**src/rtl/alm_pkg.sv**
```systemverilog
package alm_pkg;
  localparam int DW = 16;

  localparam int B_FLT_A  = 15;
  localparam int B_FLT_B  = 14;
  localparam int B_WRN_A  = 13;
  localparam int B_WRN_B  = 12;
  localparam int B_CHGOFF = 11;
  localparam int B_DSGOFF = 10;
  localparam int B_SHUTUV = 9;
  localparam int B_CHK_HI = 7;
  localparam int B_CHK_LO = 6;
  localparam int B_INIT   = 2;
  localparam int B_DETCHG = 1;
  localparam int B_PORST  = 0;

  // positions that never hold a flag
  localparam logic [DW-1:0] RSVD_BITS  = 16'h0138;
  // positions whose set path goes through the mask
  localparam logic [DW-1:0] GATED_BITS = 16'hFCC4;
endpackage

```
**src/rtl/alm_rst_sync.sv**
```systemverilog
module alm_rst_sync #(
  parameter int STAGES = 2
) (
  input  logic clk,
  input  logic rst_n,
  output logic rst_q_n
);
  logic [STAGES-1:0] chain_q;
  logic [STAGES-1:0] chain_d;

  always_comb begin
    chain_d = {chain_q[STAGES-2:0], 1'b1};
  end

  always_ff @(posedge clk or negedge rst_n) begin
    if (!rst_n) chain_q <= '0;
    else        chain_q <= chain_d;
  end

  assign rst_q_n = chain_q[STAGES-1];
endmodule

```
**src/rtl/alm_src_cond.sv**
```systemverilog
module alm_src_cond
  import alm_pkg::*;
(
  input  logic          clk,
  input  logic          rst_n,
  input  logic [3:0]    prot_sum,
  input  logic          chg_off,
  input  logic          dsg_off,
  input  logic          uv_cell,
  input  logic          uv_stack,
  input  logic          chk_done,
  input  logic          in_normal,
  input  logic          init_done,
  input  logic          chgdet,
  input  logic          por_stat,
  input  logic [DW-1:0] mask,
  output logic [DW-1:0] set_vec
);
  // stored previous detector level and a flag telling it is valid
  logic det_prev_q, det_prev_d;
  logic det_vld_q, det_vld_d;
  logic det_edge;
  logic [DW-1:0] raw_vec;
  logic [DW-1:0] gate_vec;

  always_comb begin
    det_prev_d = chgdet;
    det_vld_d  = 1'b1;
    det_edge   = det_vld_q && (chgdet != det_prev_q);
  end

  always_ff @(posedge clk or negedge rst_n) begin
    if (!rst_n) begin
      det_prev_q <= 1'b0;
      det_vld_q  <= 1'b0;
    end else begin
      det_prev_q <= det_prev_d;
      det_vld_q  <= det_vld_d;
    end
  end

  always_comb begin
    raw_vec           = '0;
    raw_vec[B_FLT_A]  = prot_sum[3];
    raw_vec[B_FLT_B]  = prot_sum[2];
    raw_vec[B_WRN_A]  = prot_sum[1];
    raw_vec[B_WRN_B]  = prot_sum[0];
    raw_vec[B_CHGOFF] = chg_off;
    raw_vec[B_DSGOFF] = dsg_off;
    raw_vec[B_SHUTUV] = uv_cell | uv_stack;
    raw_vec[B_CHK_HI] = chk_done & in_normal;
    raw_vec[B_CHK_LO] = chk_done & in_normal;
    raw_vec[B_INIT]   = init_done;
    raw_vec[B_DETCHG] = det_edge;
    raw_vec[B_PORST]  = por_stat;
  end

  always_comb begin
    gate_vec = mask | ~GATED_BITS;
    set_vec  = raw_vec & gate_vec & ~RSVD_BITS;
  end
endmodule

```
**src/rtl/alm_sticky_bank.sv**
```systemverilog
module alm_sticky_bank #(
  parameter int              WIDTH = 16,
  parameter logic [WIDTH-1:0] HOLES = '0
) (
  input  logic             clk,
  input  logic             rst_n,
  input  logic [WIDTH-1:0] set_i,
  input  logic [WIDTH-1:0] clr_i,
  output logic [WIDTH-1:0] flag_q,
  output logic [WIDTH-1:0] flag_nxt
);
  for (genvar i = 0; i < WIDTH; i++) begin : g_bit
    if (HOLES[i]) begin : g_hole
      logic unused_bit;
      assign unused_bit  = set_i[i] ^ clr_i[i];
      assign flag_q[i]   = 1'b0;
      assign flag_nxt[i] = 1'b0;
    end else begin : g_flop
      logic bit_q, bit_d, bit_en;
      always_comb begin
        bit_en = set_i[i] | clr_i[i];
        // set has priority over clear
        bit_d  = set_i[i] | (bit_q & ~clr_i[i]);
      end
      always_ff @(posedge clk or negedge rst_n) begin
        if (!rst_n)      bit_q <= 1'b0;
        else if (bit_en) bit_q <= bit_d;
      end
      assign flag_q[i]   = bit_q;
      assign flag_nxt[i] = bit_en ? bit_d : bit_q;
    end
  end
endmodule

```
**src/rtl/alm_alert_drv.sv**
```systemverilog
module alm_alert_drv #(
  parameter int WIDTH = 16
) (
  input  logic             clk,
  input  logic             rst_n,
  input  logic [WIDTH-1:0] flag_nxt,
  output logic             alert_n
);
  logic alert_n_q, alert_n_d;

  always_comb alert_n_d = ~(|flag_nxt);

  always_ff @(posedge clk or negedge rst_n) begin
    if (!rst_n) alert_n_q <= 1'b1;
    else        alert_n_q <= alert_n_d;
  end

  assign alert_n = alert_n_q;
endmodule

```
**src/rtl/alm_status_top.sv**
```systemverilog
module alm_status_top
  import alm_pkg::*;
#(
  parameter int SYNC_STAGES = 2
) (
  input  logic          clk,
  input  logic          rst_n,
  input  logic [3:0]    prot_sum,
  input  logic          chg_off,
  input  logic          dsg_off,
  input  logic          uv_cell,
  input  logic          uv_stack,
  input  logic          chk_done,
  input  logic          in_normal,
  input  logic          init_done,
  input  logic          chgdet,
  input  logic          por_stat,
  input  logic [DW-1:0] mask,
  input  logic          wr_en,
  input  logic [DW-1:0] wr_data,
  output logic [DW-1:0] rd_data,
  output logic          alert_n
);
  logic          rst_q_n;
  logic [DW-1:0] set_vec;
  logic [DW-1:0] clr_vec;
  logic [DW-1:0] flag_q;
  logic [DW-1:0] flag_nxt;

  alm_rst_sync #(.STAGES(SYNC_STAGES)) u_rst (
    .clk(clk), .rst_n(rst_n), .rst_q_n(rst_q_n)
  );

  alm_src_cond u_src (
    .clk(clk), .rst_n(rst_q_n), .prot_sum(prot_sum), .chg_off(chg_off),
    .dsg_off(dsg_off), .uv_cell(uv_cell), .uv_stack(uv_stack),
    .chk_done(chk_done), .in_normal(in_normal), .init_done(init_done),
    .chgdet(chgdet), .por_stat(por_stat), .mask(mask), .set_vec(set_vec)
  );

  always_comb clr_vec = wr_en ? (wr_data & ~RSVD_BITS) : '0;

  alm_sticky_bank #(.WIDTH(DW), .HOLES(RSVD_BITS)) u_bank (
    .clk(clk), .rst_n(rst_q_n), .set_i(set_vec), .clr_i(clr_vec),
    .flag_q(flag_q), .flag_nxt(flag_nxt)
  );

  alm_alert_drv #(.WIDTH(DW)) u_alert (
    .clk(clk), .rst_n(rst_q_n), .flag_nxt(flag_nxt), .alert_n(alert_n)
  );

  assign rd_data = flag_q;
endmodule

```
**config.mk**
```make
export PLATFORM = sky130hd
export DESIGN_NAME = alm_status_top
export DESIGN_NICKNAME = d
export VERILOG_FILES = /design/src/rtl/alm_pkg.sv /design/src/rtl/alm_rst_sync.sv /design/src/rtl/alm_src_cond.sv /design/src/rtl/alm_sticky_bank.sv /design/src/rtl/alm_alert_drv.sv /design/src/rtl/alm_status_top.sv
export SDC_FILE = /design/constraint.sdc
export NUM_CORES = 1
export LEC_CHECK = 0
export BUFFER_PORTS_ARGS = -buffer_cell sky130_fd_sc_hd__buf_4
export CAP_MARGIN = 20
export CORE_UTILIZATION = 30
export DETAILED_ROUTE_END_ITERATION = 8
export GPL_TIMING_DRIVEN = 0
export PLACE_DENSITY = 0.68
export SLEW_MARGIN = 20
export SYNTH_ARGS = -nofsm -noshare
export SYNTH_HDL_FRONTEND = slang
export SYNTH_SLANG_ARGS = --single-unit
```
**constraint.sdc**
```tcl
create_clock -name clk -period 1 [get_ports clk]
set_input_delay 0.15 -clock clk [delete_from_list [all_inputs] [get_ports clk]]
set_output_delay 0.15 -clock clk [all_outputs]
set_load 0.03 [all_outputs]
```
## After elaboration in Yosys (flattened, before gate mapping)

Cells that the tools add are included.

- Latch bits: 0
- Memories: 0
- Memory bits (read-only): 0
- Output and inout port bits: 17
- Register bits after elaboration: 17
- Memory bits (writable): 0
- Logic and storage cells: 84

- Div/mod/pow operators: 0
- Add/subtract/negate cells: 0
- Order comparisons: 0
- Shift operators: 0
- $mul: 0
- Bitwise gates (word level): 52
- Reduce and logical (&&, ||, !) cells: 2
- Eq/ne operators: 1
- Mux-type cells: 13

Operator list:

| cell | count |
|---|---|
| OR 1 bit | 25 |
| bitwise AND 16 bit | 1 |
| 2-to-1 mux 16 bit | 1 |
| bitwise AND 1 bit | 13 |
| NOT 1 bit | 13 |
| 2-to-1 mux 1 bit | 12 |
| OR reduction 12 bit | 1 |
| logical AND 1 bit | 1 |
| != test 1 bit | 1 |

## Longest topological paths before layout

Gate-level depths: netlist (run 1).

- Word-level depth: 7
- Gate-level depth with buffers: 5

## By module

From an unflattened synthesis (run 1), not the netlist that was laid out.

- Cell total of the unflattened synthesis: 102
- Area, all modules: 983.4 um^2

By module, submodules not included:

| module | times used | seq. area each (um^2) | cells each | area each (um^2) |
|---|---|---|---|---|
| alm_sticky_bank | 1 | 300.3 | 57 | 589.3 |
| alm_src_cond | 1 | 50.0 | 22 | 180.2 |
| alm_status_top | 1 | 0.0 | 14 | 100.1 |
| alm_alert_drv | 1 | 26.3 | 6 | 60.1 |
| alm_rst_sync | 1 | 50.0 | 3 | 53.8 |

## Worst setup path before layout (run 1)

Ideal clock, no wire load.

- Path type: reg2reg
- From: register u_src.det_prev_q
- To: register u_alert.alert_n_q, in the netlist u_alert.alert_n
- Stages on the path, launching flop included: 5
- Buffers on the path: 0
- Data arrival time: 1.007 ns
- Period minus slack after synthesis: 1.070 ns
- Slack: -0.070 ns
- Setup time: 0.063 ns
- Data required time: 0.937 ns
- Cells stage by stage: dfrtp_1 xor2_1 a22o_1 nor4_1 and4b_1

- Word-level cells in the longest chain between the ends: 7
- Elaborated cells on any way between the ends: 8
- Classes of those cells: eq/ne: 1; mux: 1; bitwise: 4; reduce/logical: 2

Ends and longest elaborated chain:

| item | RTL line | source |
|---|---|---|
| start: declaration | alm_src_cond.sv:20 | `logic det_prev_q, det_prev_d;` |
| start signal: assignment | alm_src_cond.sv:37 | `det_prev_q <= det_prev_d;` |
| != test 1 bit * | alm_src_cond.sv:29 | `det_edge = det_vld_q && (chgdet != det_prev_q);` |
| logical AND 1 bit * | alm_src_cond.sv:29 |  |
| bitwise AND 16 bit * | alm_src_cond.sv:60 | `set_vec = raw_vec & gate_vec & ~RSVD_BITS;` |
| OR 1 bit, on equally long branches | alm_sticky_bank.sv:23, alm_sticky_bank.sv:21 |  |
| 2-to-1 mux 1 bit * | n/a |  |
| via flag_nxt[1] | alm_status_top.sv:28 | `logic [DW-1:0] flag_nxt;` |
| OR reduction 12 bit * | alm_alert_drv.sv:11 | `always_comb alert_n_d = ~(\|flag_nxt);` |
| NOT 1 bit * | alm_alert_drv.sv:11 |  |
| via u_alert.alert_n_d | alm_alert_drv.sv:9 | `logic alert_n_q, alert_n_d;` |
| end signal: assignment | alm_alert_drv.sv:15 | `else alert_n_q <= alert_n_d;` |
| end: declaration | alm_alert_drv.sv:9 |  |

Mark *: on every way through the listed nets, which the timed path passes. The rest lies on a longest branch.

## Worst setup path in the final report (run 1)

- From: register u_bank.g_bit[9].g_flop.bit_q
- To: register u_alert.alert_n_q, in the netlist u_alert.alert_n

- Word-level cells in the longest chain between the ends: 5

Ends and longest elaborated chain:

| item | RTL line | source |
|---|---|---|
| start: declaration | alm_sticky_bank.sv:19 | `logic bit_q, bit_d, bit_en;` |
| start signal: assignment | alm_sticky_bank.sv:27 | `else if (bit_en) bit_q <= bit_d;` |
| bitwise AND 1 bit | alm_sticky_bank.sv:23 | `bit_d = set_i[i] \| (bit_q & ~clr_i[i]);` |
| OR 1 bit | alm_sticky_bank.sv:23 |  |
| 2-to-1 mux 1 bit * | alm_sticky_bank.sv:30 | `assign flag_nxt[i] = bit_en ? bit_d : bit_q;` |
| via flag_nxt[9] | alm_status_top.sv:28 |  |
| OR reduction 12 bit * | alm_alert_drv.sv:11 |  |
| NOT 1 bit * | alm_alert_drv.sv:11 |  |
| via u_alert.alert_n_d | alm_alert_drv.sv:9 |  |

Marked as above.

==> results of run 1 <==
-- power breakdown --
part	internal, mW	switching [mW]
registers	0.748	0.0513
logic	0.355	0.257
clock network	0.149	0.213
total	1.25	0.521
-- metal layers --
layer  part of all wire, %  GRT usage, %  up-vias  wire length, um
met3                   5.9          4.35        5              111
met1                    35          14.8      306              654
met4                   1.7          7.89        0               31
met5                     0             0        -                0
li1                      -             -      323                -
met2                    57          28.0       28             1070
-- worst max-delay path, cell delays in order, from the launching register on --
cell	delay [ns]
sky130_fd_sc_hd__dfrtp_1	0.41
sky130_fd_sc_hd__a211o_1	0.29
sky130_fd_sc_hd__nor4_2	0.20
sky130_fd_sc_hd__and4b_1	0.21
-- cell type report --
cell class	count	share of cell area (%)
Clock buffer	3	1.69
Sequential cell	17	32.0
Clock inverter	1	0.375
Tap cell	28	2.62
Buffer	17	13.2
Timing Repair Buffer	52	33.3
Multi-Input combinational cell	35	16.9
-- state kept, by name (all words and copies together) (netlist names) --
signal,cells
u_alert.alert_n,1
u_src.det_prev_q,1
u_src.det_vld_q,1
u_bank.g_bit.g_flop.bit_q,12
u_rst.chain_q,2
-- synth_stat cells (2+ instances only) --
| cell type | n |
|---|---|
| sky130_fd_sc_hd__buf_4 | 16 |
| sky130_fd_sc_hd__a32o_1 | 2 |
| sky130_fd_sc_hd__dfrtp_1 | 16 |
| sky130_fd_sc_hd__nand2_1 | 11 |
| sky130_fd_sc_hd__nor4_1 | 2 |
| sky130_fd_sc_hd__a22o_1 | 8 |
| sky130_fd_sc_hd__conb_1 | 2 |
-- through the flow --
step,setup slack [ns],cells
after global routing,-0.232,153
after detailed placement,-0.231,146
after floorplan,-0.0705,69
final,-0.154,153
after CTS,-0.190,153
after global placement,-0.212,146
-- timing repair --
item	in CTS	in global routing
hold endpoints to repair	3	0
pin swaps	0	2
setup endpoints to repair	14	14
setup buffers	1	0
resized for setup	25	2
hold buffers	2	0
-- worst max path at each step --
stage / startpoint / end / slack (ns) / cells past startpoint
floorplan: u_src.det_prev_q / u_alert.alert_n / -0.07 / 4
global route: u_bank.g_bit[13].g_flop.bit_q / u_alert.alert_n / -0.23 / 3
finish: u_bank.g_bit[9].g_flop.bit_q / u_alert.alert_n / -0.15 / 3
CTS: u_src.det_prev_q / u_alert.alert_n / -0.19 / 4
detailed placement: wr_en / u_alert.alert_n / -0.23 / 6
global placement: wr_en / u_alert.alert_n / -0.21 / 6
-- cell families (layout without fill, tap and decap cells) --
logic type             after synthesis  in the layout  synth area share (%)
other                                2              6                 0.994
AO/OA/AOI/OAI                       12             12                  14.1
AND/OR/NAND/NOR                     16             16                  9.93
flip-flops                          17             17                  56.5
XOR/XNOR                             1              1                  1.16
buffers and inverters               17             73                  17.4
==> impl_summary.log, run 1 <==
INFO  metric outcome = complete, but fails checks
INFO  metric violations = negative setup slack
INFO  metric layout-drive-gt1-share = between 60% and 70%
INFO  metric rsz0062_at_grt = yes
INFO  metric timing_worst_slew_pin_value = 0.571 ns
INFO  metric synth_async_sr_flop_share = between 90% and 100%
INFO  metric clock.fmax = approximately 870 MHz
INFO  metric final.period_utilization = 115%
INFO  metric worstPathRequired = 1.24 ns
INFO  metric mostFrequentLayoutCell = sky130_fd_sc_hd__buf_4
INFO  metric initial_core_util = 32.9%
INFO  metric synth_enable_flop_cells = 0
INFO  metric timing.setup.tns = -1.31 ns
INFO  metric drt_wl_total = 1870 um
INFO  metric drv_slew = 0
INFO  metric pwr_density_cell = 1330 mW/mm2
INFO  metric grt_antenna_before_repair = 0
INFO  metric grt_max_degree = 16
INFO  metric hold_class = in -> reg
INFO  metric detailed_place.area = 0.00117 mm2
INFO  metric grt_pass1_vias = 649
INFO  metric dp_hpwl = approximately 1400 um
INFO  metric postRouteAntennaNets = 0
INFO  metric floorplan.die_area = 0.00272 mm2
INFO  metric postSynthCellCount = 65
INFO  metric cts_max_level = 1
INFO  metric route.vias.total = between 600 and 700
INFO  metric drt-wirelength-per-cell = 12.2 um
INFO  metric drc_errors = 0
INFO  metric final.fill_count = 216
INFO  metric global_route.overflow_total = 0
INFO  metric post_drt_via_cell_ratio = between 4 and 5
INFO  metric port-buffer-count = 49
INFO  metric critPathArrivalTime = 1.39 ns
INFO  metric post-synth-top-area-cell = sky130_fd_sc_hd__dfrtp_1
INFO  metric ys_top_cells_by_area = sky130_fd_sc_hd__dfrtp_1 (53%), sky130_fd_sc_hd__buf_4 (16%), sky130_fd_sc_hd__a22o_1 (9.3%)
INFO  metric synth_top_flop_cell = sky130_fd_sc_hd__dfrtp_1
INFO  metric hold_slack = approximately 0.061 ns
INFO  metric floorplan.rows = 17
INFO  metric core = 0.00230 mm2
INFO  metric cts-root-to-sink-buffers = 2
INFO  metric synth_seq_area_share = about 56%
INFO  metric post_synth_instance_area = 756 um2
INFO  metric routability_driven_placement_congestion_ratio = approximately 0.66
INFO  metric setup-violations-final = 14
INFO  metric hold-path-cell-count = 2
INFO  metric pin_count = 65
INFO  metric crit_fanout = 2
INFO  metric max-cap-violations = 0
INFO  metric ys_seq_elements = 17
INFO  metric worstRegToRegCells = 3
INFO  metric post-route-min-period = 1.15 ns
INFO  metric syn2layout_area_growth = 76.7%
INFO  metric worst_clock_skew = 0.00147 ns
INFO  metric yosys.cell_types.count = 15
INFO  metric post-layout-total-power = 1.77 mW
INFO  metric fraction_of_post_synthesis_cell_area_in_the_top_cell_type_by_area = 53.0%
INFO  metric cts.clk_slew.worst_paths = approximately 0.09 ns
INFO  metric timing.rr.start = u_bank.g_bit[9].g_flop.bit_q
INFO  metric maxSlewHeadroom = 61.9%
INFO  metric die_outline_width = 52.2 um
INFO  metric layout.area.seq = around 430 um2
INFO  metric clockRootBuffer = sky130_fd_sc_hd__clkbuf_4
INFO  metric ys_warn_count = 0
INFO  metric crit_type = reg -> reg
INFO  metric postLayoutCoreUtil = 58.1%
INFO  metric hold_path.startpoint = por_stat
INFO  metric groute.usage.overall = 15.0%
INFO  metric power.ir.vdd_worst = between 0.0008 and 0.0009 V
INFO  metric most-common-layout-cells = sky130_fd_sc_hd__buf_4 (41), sky130_fd_sc_hd__buf_6 (26), sky130_fd_sc_hd__dfrtp_1 (16), sky130_fd_sc_hd__nand2_1 (11), sky130_fd_sc_hd__a22o_1 (8)
INFO  metric worst_r2r_endpoint = u_alert.alert_n
INFO  metric layout.cell_area.non_filler = 0.00134 mm2
INFO  metric crit_path_start_kind = register
INFO  metric antenna-diode-count = 0
INFO  metric timing.reg2reg.setup_slack = -0.15 ns
INFO  metric clock_sink_count = 17
INFO  metric hold_viol = 0
INFO  metric multiInputGateArea = roughly 230 um2
INFO  metric die_h = 52.2 um
INFO  metric cts_tree = built
INFO  metric grt_pass1_wl = around 2800 um
INFO  metric cts_made_buffers = 3
INFO  metric critical_path_sink_type = register
INFO  metric drt_iter0_drc = 0
INFO  metric clk-insertion-delay-late = about 0.29 ns
INFO  metric worst_slack = -0.154 ns
INFO  metric design.final.nets = 174
INFO  metric static_leakage = 0.679 nW
INFO  metric min_delay_worst_endpoint = u_bank.g_bit[0].g_flop.bit_q
INFO  metric drtPass1Iterations = 1
INFO  metric mapped_avg_cell_area = about 12 um2
No activity file was read; power rests on OpenSTA's default activity.
==> inputs of run 2 (changes only) <==
RECOVER_POWER = 50   (was default)
==> run 2 against run 1 <==
The run still ends with negative setup slack left. Sequential power about the same. First-iteration DRC count unchanged. Highest routed layer unchanged. Largest power group unchanged. Flip-flop and latch count unchanged. Global-route usage unchanged. Worst setup slack unchanged. Largest cell class unchanged. Power down 0.19%. Final cell count unchanged.
==> impl_summary.log, run 2 (same netlist as run 1, synthesis figures left out) <==
INFO  metric timing.reg2reg.setup_slack = -0.15 ns (about the same)
INFO  metric globalRouteMet1Util = 14.8% (unchanged)
INFO  metric initial_core_util = 32.9% (unchanged)
INFO  metric worstRegToRegCells = 3 (unchanged)
INFO  metric cts_tree = built
INFO  metric postRouteAntennaNets = 0 (unchanged)
INFO  metric power.ir.vdd_worst = 0.000864 V (about the same)
INFO  metric critPathArrivalTime = 1.39 ns (about the same)
INFO  metric outcome = complete, but fails checks
INFO  metric hold_path.startpoint = por_stat
INFO  metric clk-insertion-delay-late = 0.29 ns (about the same)
INFO  metric regMostFlops = u_bank.g_bit.g_flop.bit_q
INFO  metric grt_pass1_wl = 2790 um (unchanged)
INFO  metric grt.busiest_layer = met2
INFO  metric use_met2 = 28.0% (unchanged)
INFO  metric standard_cell_with_the_maximum_stage_delay_on_the_critical_path = sky130_fd_sc_hd__dfrtp_1
INFO  metric groute.usage.overall = 15.0% (unchanged)
INFO  metric timing.rr.start = u_bank.g_bit[9].g_flop.bit_q
INFO  metric rsz0062_at_grt = yes
INFO  metric drv_slew = 0 (unchanged)
INFO  metric worstPathRequired = 1.24 ns (about the same)
INFO  metric core = 0.00230 mm2 (unchanged)
INFO  metric cts_made_buffers = 3 (unchanged)
INFO  metric drt_iter0_drc = 0 (unchanged)
INFO  metric post-route-min-period = 1.15 ns (unchanged)
INFO  metric hold_class = in -> reg
INFO  metric routability_driven_placement_congestion_ratio = 0.656 (unchanged)
INFO  metric global_route.overflow_total = 0 (unchanged)
INFO  metric hold-path-cell-count = 2 (unchanged)
INFO  metric critical_path.max_stage_delay = 0.41 ns (about the same)
INFO  metric drt-wirelength-per-cell = 12.2 um (about the same)
INFO  metric route.vias.total = 664 (+0.30%)
INFO  metric cts.clk_slew.worst_paths = 0.09 ns (about the same)
INFO  metric critical_path_sink_type = register
INFO  metric grt_util_met3 = 4.35% (unchanged)
INFO  metric grt_antenna_before_repair = 0 (unchanged)
INFO  metric static_leakage = 0.672 nW (-1.1%)
INFO  metric post_drt_via_cell_ratio = 4.34 (+0.30%)
INFO  metric setup-violations-final = 14 (unchanged)
INFO  metric dp_hpwl = 1380 um (unchanged)
INFO  metric hold_viol = 0 (unchanged)
INFO  metric layout-drive-gt1-share = 58.4% (-1.6 points)
INFO  metric clock_sink_count = 17 (unchanged)
INFO  metric crit_path_start_kind = register
INFO  metric pin_count = 65 (unchanged)
INFO  metric drt_wl_total = 1870 um (about the same)
INFO  metric drtPass1Iterations = 1 (unchanged)
INFO  metric worst_r2r_endpoint = u_alert.alert_n
INFO  metric syn2layout_area_growth = 75.7%
INFO  metric grt_pass1_vias = 649 (unchanged)
INFO  metric die_h = 52.2 um (unchanged)
INFO  metric timing_worst_slew_pin_value = 0.571 ns (+0.000000894 ns)
INFO  metric clockRootBuffer = sky130_fd_sc_hd__clkbuf_4
INFO  metric min_delay_worst_endpoint = u_bank.g_bit[0].g_flop.bit_q
INFO  metric maxSlewHeadroom = 61.9% (about the same)
INFO  metric floorplan.rows = 17 (unchanged)
INFO  metric cts_max_level = 1 (unchanged)
INFO  metric cell_chain_of_the_critical_path = a211o_1, nor4_2, and4b_1
INFO  metric largestRegisters = u_bank.g_bit.g_flop.bit_q: 12 flops, u_rst.chain_q: 2 flops
INFO  metric most-common-layout-cells = sky130_fd_sc_hd__buf_4 (39), sky130_fd_sc_hd__buf_6 (26), sky130_fd_sc_hd__dfrtp_1 (16), sky130_fd_sc_hd__nand2_1 (11), sky130_fd_sc_hd__a22o_1 (8)
INFO  metric drc_errors = 0 (unchanged)
INFO  metric worst_slack = -0.154 ns (unchanged)
INFO  metric clock.fmax = 866 MHz (unchanged)
INFO  metric crit_type = reg -> reg
INFO  metric floorplan.die_area = 0.00272 mm2 (unchanged)
INFO  metric mostFrequentLayoutCell = sky130_fd_sc_hd__buf_4
INFO  metric worst_clock_skew = 0.00149 ns (+0.0000107 ns)
INFO  metric port-buffer-count = 49 (unchanged)
INFO  metric design.final.nets = 174 (unchanged)
INFO  metric largest_reg_flops = 12 (unchanged)
INFO  metric final.period_utilization = 115% (unchanged)
INFO  metric final.fill_count = 217 (+0.46%)
INFO  metric pwr_density_cell = 1330 mW/mm2 (+0.38%)
INFO  metric violations = negative setup slack
INFO  metric antenna-diode-count = 0 (unchanged)
INFO  metric grt_max_degree = 16 (unchanged)
INFO  metric die_outline_width = 52.2 um (unchanged)
INFO  metric post-layout-total-power = 1.77 mW (-0.19%)
INFO  metric max-cap-violations = 0 (unchanged)
INFO  metric crit_fanout = 2 (unchanged)
INFO  metric cts-root-to-sink-buffers = 2 (unchanged)
INFO  metric timing.setup.tns = -1.31 ns (+0.000290 ns)
[run 2: cell count changes in the layout (fill, tap and decap cells not counted), sizes merged]
cell	change
buf	-2
clkbuf	+2
[run 2: through the flow]
step | std cells | worst slack, ns | util [%] | instance area [um2] | hold slack [ns]
floorplan | 69 | -0.0705 | - | 771 | -0.146
global placement | 146 | -0.212 | 51.1 | 1170 | -0.0673
detailed placement | 146 | -0.231 | 51.1 | 1170 | -0.0658
CTS | 153 | -0.190 | 57.6 | 1320 | 0.0457
global route | 153 | -0.232 | 57.8 | 1330 | 0.0497
finish | 153 | -0.154 | 57.8 | 1330 | 0.0611
[run 2: critical path: cells and delay by family (launching register included)]
kind               cells  cell delay, ns
and+or+nand+nor        2            0.41
DFF                    1            0.41
AOI/OAI and AO/OA      1            0.29
[run 2: final cells by class]
cell class / instances / area [um2] / share of cell area (%)
Clock buffer: 3 / 22.5 / 1.70
Buffer: 17 / 176 / 13.3
Sequential cell: 17 / 427 / 32.1
Multi-Input combinational cell: 35 / 225 / 17.0
Timing Repair Buffer: 52 / 437 / 32.9
Clock inverter: 1 / 5.00 / 0.377
Tap cell: 28 / 35.0 / 2.64
[run 2: routing by layer]
metal  wire (um)  vias up
li1            -      323
met1         649      308
met2        1070       28
met3         115        5
met4          31        0
met5           0        -
[run 2: how the worst max path moves through the flow]
stage                             startpoint  slack [ns]         endpoint
5_1_grt        u_bank.g_bit[13].g_flop.bit_q       -0.23  u_alert.alert_n
3_3_place_gp                           wr_en       -0.21  u_alert.alert_n
3_5_place_dp                           wr_en       -0.23  u_alert.alert_n
4_1_cts                     u_src.det_prev_q       -0.19  u_alert.alert_n
2_1_floorplan               u_src.det_prev_q       -0.07  u_alert.alert_n
6_report        u_bank.g_bit[9].g_flop.bit_q       -0.15  u_alert.alert_n
[run 2: power by group]
group	total (mW)	internal [mW]	switching (mW)
Combinational	0.608	0.351	0.257
Clock	0.362	0.149	0.213
Sequential	0.799	0.748	0.0513
[run 2: repair_timing]
item | 4_1_cts | 5_1_grt
hold buffers | 2 | 0
setup endpoints to repair | 14 | 14
pin swaps | 0 | 2
gates resized for setup | 25 | 2
endpoints found under the hold margin | 3 | 0
setup buffers | 1 | 0
